File: src/rtl/dacc_pkg.sv
package dacc_pkg;

    localparam int WORD_W    = 24;
    localparam int DATA_W    = 16;
    localparam int MASK_W    = 4;
    localparam int MASK_LO   = 8;
    localparam int BIT_READY = 7;
    localparam int BIT_LIN   = 8;

    localparam logic [3:0] GRP_MISC  = 4'h0;
    localparam logic [3:0] GRP_WRITE = 4'h1;
    localparam logic [3:0] GRP_WTHRU = 4'h3;

    localparam logic [3:0] SUB_LOAD  = 4'h1;
    localparam logic [3:0] SUB_CLEAR = 4'h2;
    localparam logic [3:0] SUB_POWER = 4'h3;
    localparam logic [3:0] SUB_LIN   = 4'h5;

    typedef enum logic [2:0] {
        K_NONE,
        K_WRITE,
        K_WTHRU,
        K_LOAD,
        K_CLEAR,
        K_POWER,
        K_LIN
    } cmd_kind_e;

    typedef struct packed {
        cmd_kind_e           kind;
        logic [MASK_W-1:0]   chan_mask;
        logic [DATA_W-1:0]   data;
    } cmd_t;

    function automatic cmd_t decode_cmd(input logic valid, input logic [WORD_W-1:0] w);
        cmd_t c;
        c.kind      = K_NONE;
        c.chan_mask = '0;
        c.data      = w[DATA_W-1:0];
        if (valid) begin
            case (w[23:20])
                GRP_WRITE: begin
                    c.kind      = K_WRITE;
                    c.chan_mask = w[19:16];
                end
                GRP_WTHRU: begin
                    c.kind      = K_WTHRU;
                    c.chan_mask = w[19:16];
                end
                GRP_MISC: begin
                    case (w[19:16])
                        SUB_LOAD: begin
                            c.kind      = K_LOAD;
                            c.chan_mask = w[MASK_LO +: MASK_W];
                        end
                        SUB_CLEAR: c.kind = K_CLEAR;
                        SUB_POWER: begin
                            c.kind      = K_POWER;
                            c.chan_mask = w[MASK_LO +: MASK_W];
                        end
                        SUB_LIN:   c.kind = K_LIN;
                        default:   c.kind = K_NONE;
                    endcase
                end
                default: c.kind = K_NONE;
            endcase
        end
        return c;
    endfunction

endpackage

File: src/rtl/dacc_decode.sv
module dacc_decode
    import dacc_pkg::*;
(
    input  logic              valid,
    input  logic [WORD_W-1:0] word,
    output cmd_t              cmd
);
    always_comb cmd = decode_cmd(valid, word);
endmodule

File: src/rtl/dacc_sync.sv
module dacc_sync #(
    parameter int STAGES = 2
) (
    input  logic clk,
    input  logic rst,
    input  logic async_n,
    output logic active
);
    logic [STAGES-1:0] q;

    always_ff @(posedge clk) begin
        if (rst) q <= '1;
        else     q <= {q[STAGES-2:0], async_n};
    end

    assign active = ~q[STAGES-1];
endmodule

File: src/rtl/dacc_channel.sv
module dacc_channel #(
    parameter int CODE_W = 16
) (
    input  logic              clk,
    input  logic              wipe,
    input  logic              midscale_sel,
    input  logic              in_we,
    input  logic              dac_we_data,
    input  logic              dac_copy,
    input  logic              pd_we,
    input  logic              pd_val,
    input  logic [CODE_W-1:0] code_in,
    output logic [CODE_W-1:0] dac_q,
    output logic              off_q
);
    localparam logic [CODE_W-1:0] MID = {1'b1, {(CODE_W-1){1'b0}}};

    logic [CODE_W-1:0] in_q;
    logic [CODE_W-1:0] in_next;

    always_comb in_next = in_we ? code_in : in_q;

    always_ff @(posedge clk) begin
        if (wipe) begin
            in_q  <= '0;
            dac_q <= midscale_sel ? MID : '0;
            off_q <= 1'b0;
        end else begin
            in_q <= in_next;
            if (dac_we_data)   dac_q <= code_in;
            else if (dac_copy) dac_q <= in_next;
            if (pd_we)         off_q <= pd_val;
        end
    end
endmodule

File: src/rtl/dac_bank_ctrl.sv
module dac_bank_ctrl
    import dacc_pkg::*;
#(
    parameter int NUM_CH      = 4,
    parameter int CODE_W      = 16,
    parameter int SYNC_STAGES = 2
) (
    input  logic                     clk,
    input  logic                     rst,
    input  logic                     cmd_valid,
    input  logic [23:0]              cmd_word,
    input  logic                     load_n,
    input  logic                     midscale_sel,
    output logic [NUM_CH*CODE_W-1:0] dac_code,
    output logic [NUM_CH-1:0]        chan_off,
    output logic                     ready_en,
    output logic                     lin_cal,
    output logic                     ref_off
);
    cmd_t              cmd;
    logic              load_now;
    logic              wipe;
    logic [CODE_W-1:0] code;

    dacc_decode u_dec (.valid(cmd_valid), .word(cmd_word), .cmd(cmd));

    dacc_sync #(.STAGES(SYNC_STAGES)) u_sync (
        .clk(clk), .rst(rst), .async_n(load_n), .active(load_now)
    );

    assign wipe = rst | (cmd.kind == K_CLEAR);
    assign code = cmd.data[DATA_W-1 -: CODE_W];

    for (genvar i = 0; i < NUM_CH; i++) begin : g_ch
        logic sel;
        assign sel = cmd.chan_mask[i];
        dacc_channel #(.CODE_W(CODE_W)) u_ch (
            .clk         (clk),
            .wipe        (wipe),
            .midscale_sel(midscale_sel),
            .in_we       (sel && (cmd.kind == K_WRITE || cmd.kind == K_WTHRU)),
            .dac_we_data (sel && cmd.kind == K_WTHRU),
            .dac_copy    (load_now || (sel && cmd.kind == K_LOAD)),
            .pd_we       (cmd.kind == K_POWER),
            .pd_val      (sel),
            .code_in     (code),
            .dac_q       (dac_code[i*CODE_W +: CODE_W]),
            .off_q       (chan_off[i])
        );
    end

    always_ff @(posedge clk) begin
        if (wipe) begin
            ready_en <= 1'b1;
            lin_cal  <= 1'b0;
        end else begin
            if (cmd.kind == K_POWER) ready_en <= cmd.data[BIT_READY];
            if (cmd.kind == K_LIN)   lin_cal  <= cmd.data[BIT_LIN];
        end
    end

    assign ref_off = &chan_off;
endmodule

File: config.mk
export PLATFORM = sky130hd
export DESIGN_NAME = dac_bank_ctrl
export DESIGN_NICKNAME = d
export VERILOG_FILES = /design/src/rtl/dacc_pkg.sv /design/src/rtl/dacc_decode.sv /design/src/rtl/dacc_sync.sv /design/src/rtl/dacc_channel.sv /design/src/rtl/dac_bank_ctrl.sv
export SDC_FILE = /design/constraint.sdc
export NUM_CORES = 1
export LEC_CHECK = 0
export CORE_ASPECT_RATIO = 0.7
export CORE_MARGIN = 10
export CORE_UTILIZATION = 55
export CTS_BUF_LIST = sky130_fd_sc_hd__clkbuf_8 sky130_fd_sc_hd__clkbuf_16
export DETAILED_ROUTE_END_ITERATION = 10
export PLACE_DENSITY_LB_ADDON = 0.12
export SLEW_MARGIN = 40
export SYNTH_ARGS = -nofsm -noshare
export SYNTH_HDL_FRONTEND = slang
export SYNTH_SLANG_ARGS = --single-unit
File: constraint.sdc
create_clock -name clk -period 11.2 [get_ports clk]
set_input_delay 2.24 -clock clk [delete_from_list [all_inputs] [get_ports clk]]
set_output_delay 2.24 -clock clk [all_outputs]
set_load 0.02 [all_outputs]
Word-level counts from Yosys, hierarchy flattened
Index checks and enable logic that the tools add are counted.
{"block": "classes", "eq_ne": 12, "muxes": 22, "bitwise_logic": 2, "n_reduce_logical": 25}
{"operator": "16-bit two-way mux", "count": 17}
{"operator": "4-bit by 2-bit equality test with 1-bit output, second input constant", "count": 3}
{"operator": "1-bit logical AND", "count": 12}
{"operator": "3-bit one-hot mux with 4 select lines", "count": 1}
{"operator": "3-bit nonzero test", "count": 4}
{"operator": "3-bit equality test, second input constant", "count": 3}
{"operator": "3-bit one-hot mux with 3 select lines", "count": 1}
{"operator": "4-bit by 1-bit equality test with 1-bit output, second input constant", "count": 2}
{"operator": "4-bit one-hot mux with 2 select lines", "count": 1}
{"operator": "7-bit two-way mux", "count": 1}
{"operator": "3-bit by 2-bit equality test with 1-bit output, second input constant", "count": 2}
{"operator": "1-bit logical OR", "count": 5}
{"operator": "4-bit by 3-bit equality test with 1-bit output, second input constant", "count": 1}
{"operator": "4-bit logical NOT", "count": 1}
{"operator": "4-bit two-way mux", "count": 1}
{"operator": "4-bit AND reduction", "count": 1}
{"operator": "2-bit OR reduction", "count": 2}
{"operator": "3-bit by 1-bit equality test with 1-bit output, second input constant", "count": 1}
{"operator": "1-bit inverter", "count": 1}
{"operator": "1-bit bitwise OR", "count": 1}
{"block": "word_totals", "register_bits": 136, "elab_cells": 76}

Longest topological paths before layout
{"block": "logic_depth", "word_depth": 12, "ltp_mapped": 9}

Modules after synthesis
Synthesis repeated with hierarchy kept, for this count alone.
{"block": "hier_totals", "hier_cells": 599, "area_unflattened_um2": 6376.1}
{"module": "dacc_channel", "instances": 4, "cells_per_inst": 130, "area_per_inst_um2": 1456.4}
{"module": "dacc_decode", "instances": 1, "cells_per_inst": 41, "area_per_inst_um2": 285.3}
{"module": "dac_bank_ctrl", "instances": 1, "cells_per_inst": 33, "area_per_inst_um2": 209.0}
{"module": "dacc_sync", "instances": 1, "cells_per_inst": 5, "area_per_inst_um2": 56.3}

Least setup slack after synthesis
No wires, ideal clock.
{"block": "synth_timing", "kind": "input to register", "from": "input port cmd_word[20]", "to": "register g_ch[3].u_ch.dac_q[0] (enable)", "setup_time_ns": 0.447, "t_arrival_ns": 5.169, "required_time_ns": 10.753, "slack_ns": 5.584, "cell_stages": 5, "path_cell_list": "buf_2 or3_2 o31ai_1 nand2_1 o311ai_0"}
{"block": "synth_via", "elab_chain_len": 7, "word_cells_on_any_way": 15}
{"item": "start: declaration", "line": "dac_bank_ctrl.sv:11", "text": "input logic [23:0] cmd_word,"}
{"item": "4-bit by 2-bit equality test with 1-bit output (tied with other cells)", "line": "dacc_pkg.sv:41", "text": "case (w[23:20])"}
{"item": "3-bit one-hot mux with 3 select lines or 2-bit OR reduction (tied branches)"}
{"item": "7-bit two-way mux (*)", "line": "dacc_pkg.sv:40", "text": "if (valid) begin"}
{"item": "3-bit by 2-bit equality test with 1-bit output or 7-bit two-way mux (tied branches)", "line": "dac_bank_ctrl.sv:43, dacc_pkg.sv:40"}
{"item": "1-bit logical AND", "line": "dac_bank_ctrl.sv:43", "text": ".dac_copy (load_now || (sel && cmd.kind == K_LOAD)),"}
{"item": "1-bit logical OR", "line": "dac_bank_ctrl.sv:43"}
{"item": "3-bit nonzero test (no source line) (*)"}
{"item": "end signal: assignment", "line": "dacc_channel.sv:26", "text": "dac_q <= midscale_sel ? MID : '0;"}
{"item": "end signal: assignment", "line": "dacc_channel.sv:30", "text": "if (dac_we_data) dac_q <= code_in;"}
{"item": "end signal: assignment", "line": "dacc_channel.sv:31", "text": "else if (dac_copy) dac_q <= in_next;"}
{"item": "end: declaration", "line": "dacc_channel.sv:13", "text": "output logic [CODE_W-1:0] dac_q,"}
Every way passes the cells marked *; elsewhere a longest branch is shown, timed or not.
A chain may end at the register's enable or synchronous reset.

Worst setup path after layout
{"block": "layout_timing", "from": "input port cmd_word[20]", "to": "register g_ch[0].u_ch.dac_q[12] (data pin)"}
{"block": "layout_via", "elab_chain_len": 10, "word_cells_on_any_way": 18}
{"item": "4-bit by 2-bit equality test with 1-bit output (tied with other cells)", "line": "dacc_pkg.sv:41"}
{"item": "3-bit one-hot mux with 3 select lines", "line": "dacc_pkg.sv:41"}
{"item": "7-bit two-way mux (*)", "line": "dacc_pkg.sv:40"}
{"item": "3-bit by 1-bit equality test with 1-bit output or 3-bit by 2-bit equality test with 1-bit output (tied branches)", "line": "dac_bank_ctrl.sv:41, dac_bank_ctrl.sv:42"}
{"item": "1-bit logical OR", "line": "dac_bank_ctrl.sv:41", "text": ".in_we (sel && (cmd.kind == K_WRITE || cmd.kind == K_WTHRU)),"}
{"item": "1-bit logical AND", "line": "dac_bank_ctrl.sv:41"}
{"item": "16-bit two-way mux", "line": "dacc_channel.sv:21", "text": "always_comb in_next = in_we ? code_in : in_q;"}
{"item": "16-bit two-way mux", "line": "dacc_channel.sv:31"}
{"item": "16-bit two-way mux", "line": "dacc_channel.sv:30"}
{"item": "16-bit two-way mux (*)", "line": "dacc_channel.sv:24", "text": "if (wipe) begin"}
{"item": "end signal: assignment", "line": "dacc_channel.sv:26"}
{"item": "end signal: assignment", "line": "dacc_channel.sv:30"}
{"item": "end signal: assignment", "line": "dacc_channel.sv:31"}
{"item": "end: declaration", "line": "dacc_channel.sv:13"}
Every way passes the cells marked *; elsewhere a longest branch is shown, timed or not. The select of a mux whose other input is x is not followed.

==> out/qor.txt <==
status: finished clean
Mean Syn Cell Area: 10.65 sq um
Core Area: 0.009107 sq mm
worst min path class: flop to flop
Yosys cell types: 41
worst hold slack: 0.4135 ns
critical path's top delay family: buffers and inverters
critical path depth: 6
clock latency on the worst-skew pair: 0.41 ns
final worst-path cycle share: 41.85%
die width: 135.7 microns
CP Capture Type: flop
fin nets: 601
CTS max path bufs: 2
Synth Register Bits: 136
origin of the critical flop-to-flop path: u_sync.q[1]
# hold bufs at CTS: 0
Worst Skew: 0.006157 ns
fraction of synthesis flops using an asynchronous set or reset pin: 0%
setup TNS: 0 ns
CTS Buf Count: 17
syn nets: 513
Syn-to-layout area delta: 31.00%
Iter 0 DRT Violations: 333
Critical Path, Cell by Cell: clkdlybuf4s50_1 > nor3_2 > and3_1 > a21o_4 > buf_6 > a21oi_1
DRC: 0
top post-synthesis cells by area: edfxtp_1 37%, dfxtp_1 28%, a21oi_1 11%
htree depth: 4
Worst EP arrival: 4.81 ns
register area share after synthesis: 65.24%
initial antenna violation count: 0
slowest stage cell, crit path: clkdlybuf4s50_1
# diodes: 0
postcts setup bufs: 0
count leader, synth: nand2_1
vias in the first global route: 3989
Synth Cell Area: 0.005155 sq mm
reg-to-reg setup timing slack: 10.04 ns
R2R cell count: 2
largest net degree at the start of global routing: 91
Post-synth EDFFs: 64
I/O pin cnt: 100
Post-Route WL: 13.31 mm
unrepaired setup endpoints after global routing: false
yosys warns: 0
max cap viols: 0
Critical Path Max Stage Delay: 0.59 ns
power per cell area: 179.5 mW/mm^2
critical path required time: 11.32 ns
Critical path buffers and inverters: 2
Syn Inst Count: 484
first-pass GRT wire length: 20.53 mm
Yosys top cell area share: 37.28%
Post-synth top cells: 124 x nand2_1, 114 x a21oi_1, 72 x dfxtp_1, 64 x edfxtp_1, 14 x buf_2
CTS tree: done
Crit. Startpoint: cmd_word[20]
Critical Path End: g_ch[0].u_ch.dac_q[12]
TritonCTS Sinks: 136
Final ANT Viol Nets: 0
ys flop type: dfxtp_1
crit-path max FO: 90
Pins Over Slew Limit: 0
Initial Util: 56.60%
Setup Crit Path Kind: input pin to flop
Synth area leader: edfxtp_1
DR vias/cell: 5.714
die area: 0.01371 sq mm
ratio of cells with drive above 1 in the final layout: 9.231%
HP Start: u_sync.q[0]
vias post-DR: 4051
worst-margin pin slew: 0.7846 ns
DRT Pass-1 Iters: 5
clk slew on worst S/H paths: 0.06 ns
post-CTS sizing: 0
endpoints failing setup: 0
gr usage total: 19.55%
port buffer count: 99
crit start category: input pin
grt total ovfl: 0
Leak Pwr: 0.002360 uW
Max Clk Rate: 213.3 MHz
Hold Vio Cnt, Final: 0
DR WL/cell: 18.78 microns
routability cong.: 0.8603
die height: 101 microns
Max VDD drop: 0.09413 mV
std cell rows: 29
crit path time final: 4.687 ns
Slew Limit Headroom: 47.54%
CTS Root Buffer Type: clkbuf_16
HPWL after detailed placement: 8.882 mm
Reg-to-Reg End: g_ch[1].u_ch.dac_q[5]
worst reg2reg max path, stage by stage, from the launching register on:
cell	delay [ns]
dfxtp_1	0.33
nand2_1	0.09
a21o_2	0.38
power by group:
| group | switching [uW] | total, uW | internal [uW] |
|---|---|---|---|
| clock | 197 | 574 | 377 |
| combinational | 57.1 | 95.2 | 38.1 |
| sequential | 5.67 | 543 | 538 |
layout by cell type (no fill, tap or decap), types with 2 or more instances in the layout:
cell | synthesis | final
nand2_1 | 124 | 124
a21oi_1 | 114 | 114
clkdlybuf4s50_1 | 0 | 99
dfxtp_1 | 72 | 72
edfxtp_1 | 64 | 64
clkbuf_16 | 0 | 17
nor2_1 | 13 | 13
a21oi_2 | 10 | 10
mux2i_1 | 5 | 5
clkbuf_8 | 0 | 5
nand3_1 | 4 | 4
inv_1 | 1 | 4
a22oi_1 | 3 | 3
nor2b_1 | 3 | 3
o21bai_1 | 3 | 3
a211oi_1 | 3 | 3
bufinv_16 | 0 | 3
clkinv_2 | 0 | 3
buf_4 | 7 | 3
o21ai_0 | 2 | 2
and2_1 | 2 | 2
and2_0 | 2 | 2
and3_1 | 2 | 2
nor4_1 | 2 | 2
o211ai_1 | 2 | 2
or2_2 | 2 | 2
through the flow:
| step | instance area, sq um | power (uW) | worst slack, ns | std cells | utilization [%] |
|---|---|---|---|---|---|
| global route | 6753 | 1246 | 6.309 | 709 | 74.14 |
| global placement | 6130 | 646.6 | 6.111 | 677 | 67.30 |
| floorplan | 5155 | 598.9 | 5.584 | 484 | - |
| CTS | 6749 | 1216 | 6.362 | 709 | 74.10 |
| finish | 6753 | 1212 | 6.513 | 709 | 74.14 |
| detailed placement | 6130 | 648.1 | 5.978 | 677 | 67.30 |
worst min path at each step:
stage	endpoint	cells after the start
floorplan	u_sync.q[1]	1
global placement	u_sync.q[1]	1
detailed placement	u_sync.q[1]	1
CTS	u_sync.q[1]	1
global route	u_sync.q[1]	1
finish	u_sync.q[1]	1
metal layers:
| metal | vias up | wire length (microns) | GRT usage [%] |
|---|---|---|---|
| met3 | 38 | 1418 | 7.669 |
| met2 | 219 | 6122 | 30.33 |
| met5 | - | 0 | 0 |
| li1 | 1875 | - | - |
| met4 | 0 | 425 | 9.323 |
| met1 | 1919 | 5347 | 23.41 |
flip-flops by register name (all words and copies together), names as in the netlist:
name,cells
g_ch.u_ch.dac_q,64
g_ch.u_ch.in_q,64
g_ch.u_ch.off_q,4
u_sync.q,2
lin_cal,1
ready_en,1
logic make-up after synthesis:
group,count (synthesis),synth area share (%)
simple gates,163,13.67
compound gates,145,15.85
flops,136,65.24
buf+inv,35,4.272
mux,5,0.9709
area by class of cell:
| cell class | count | area [sq um] |
|---|---|---|
| Tap cell | 124 | 155.1 |
| Fill cell | 609 | 2355 |
| Sequential cell | 136 | 3363 |
| Clock buffer | 22 | 494.2 |
| Multi-Input combinational cell | 313 | 1587 |
| Clock inverter | 10 | 125.1 |
| Inverter | 1 | 3.754 |
| Timing Repair Buffer | 103 | 1025 |
Note: power is estimated with default switching activity, not from simulation.
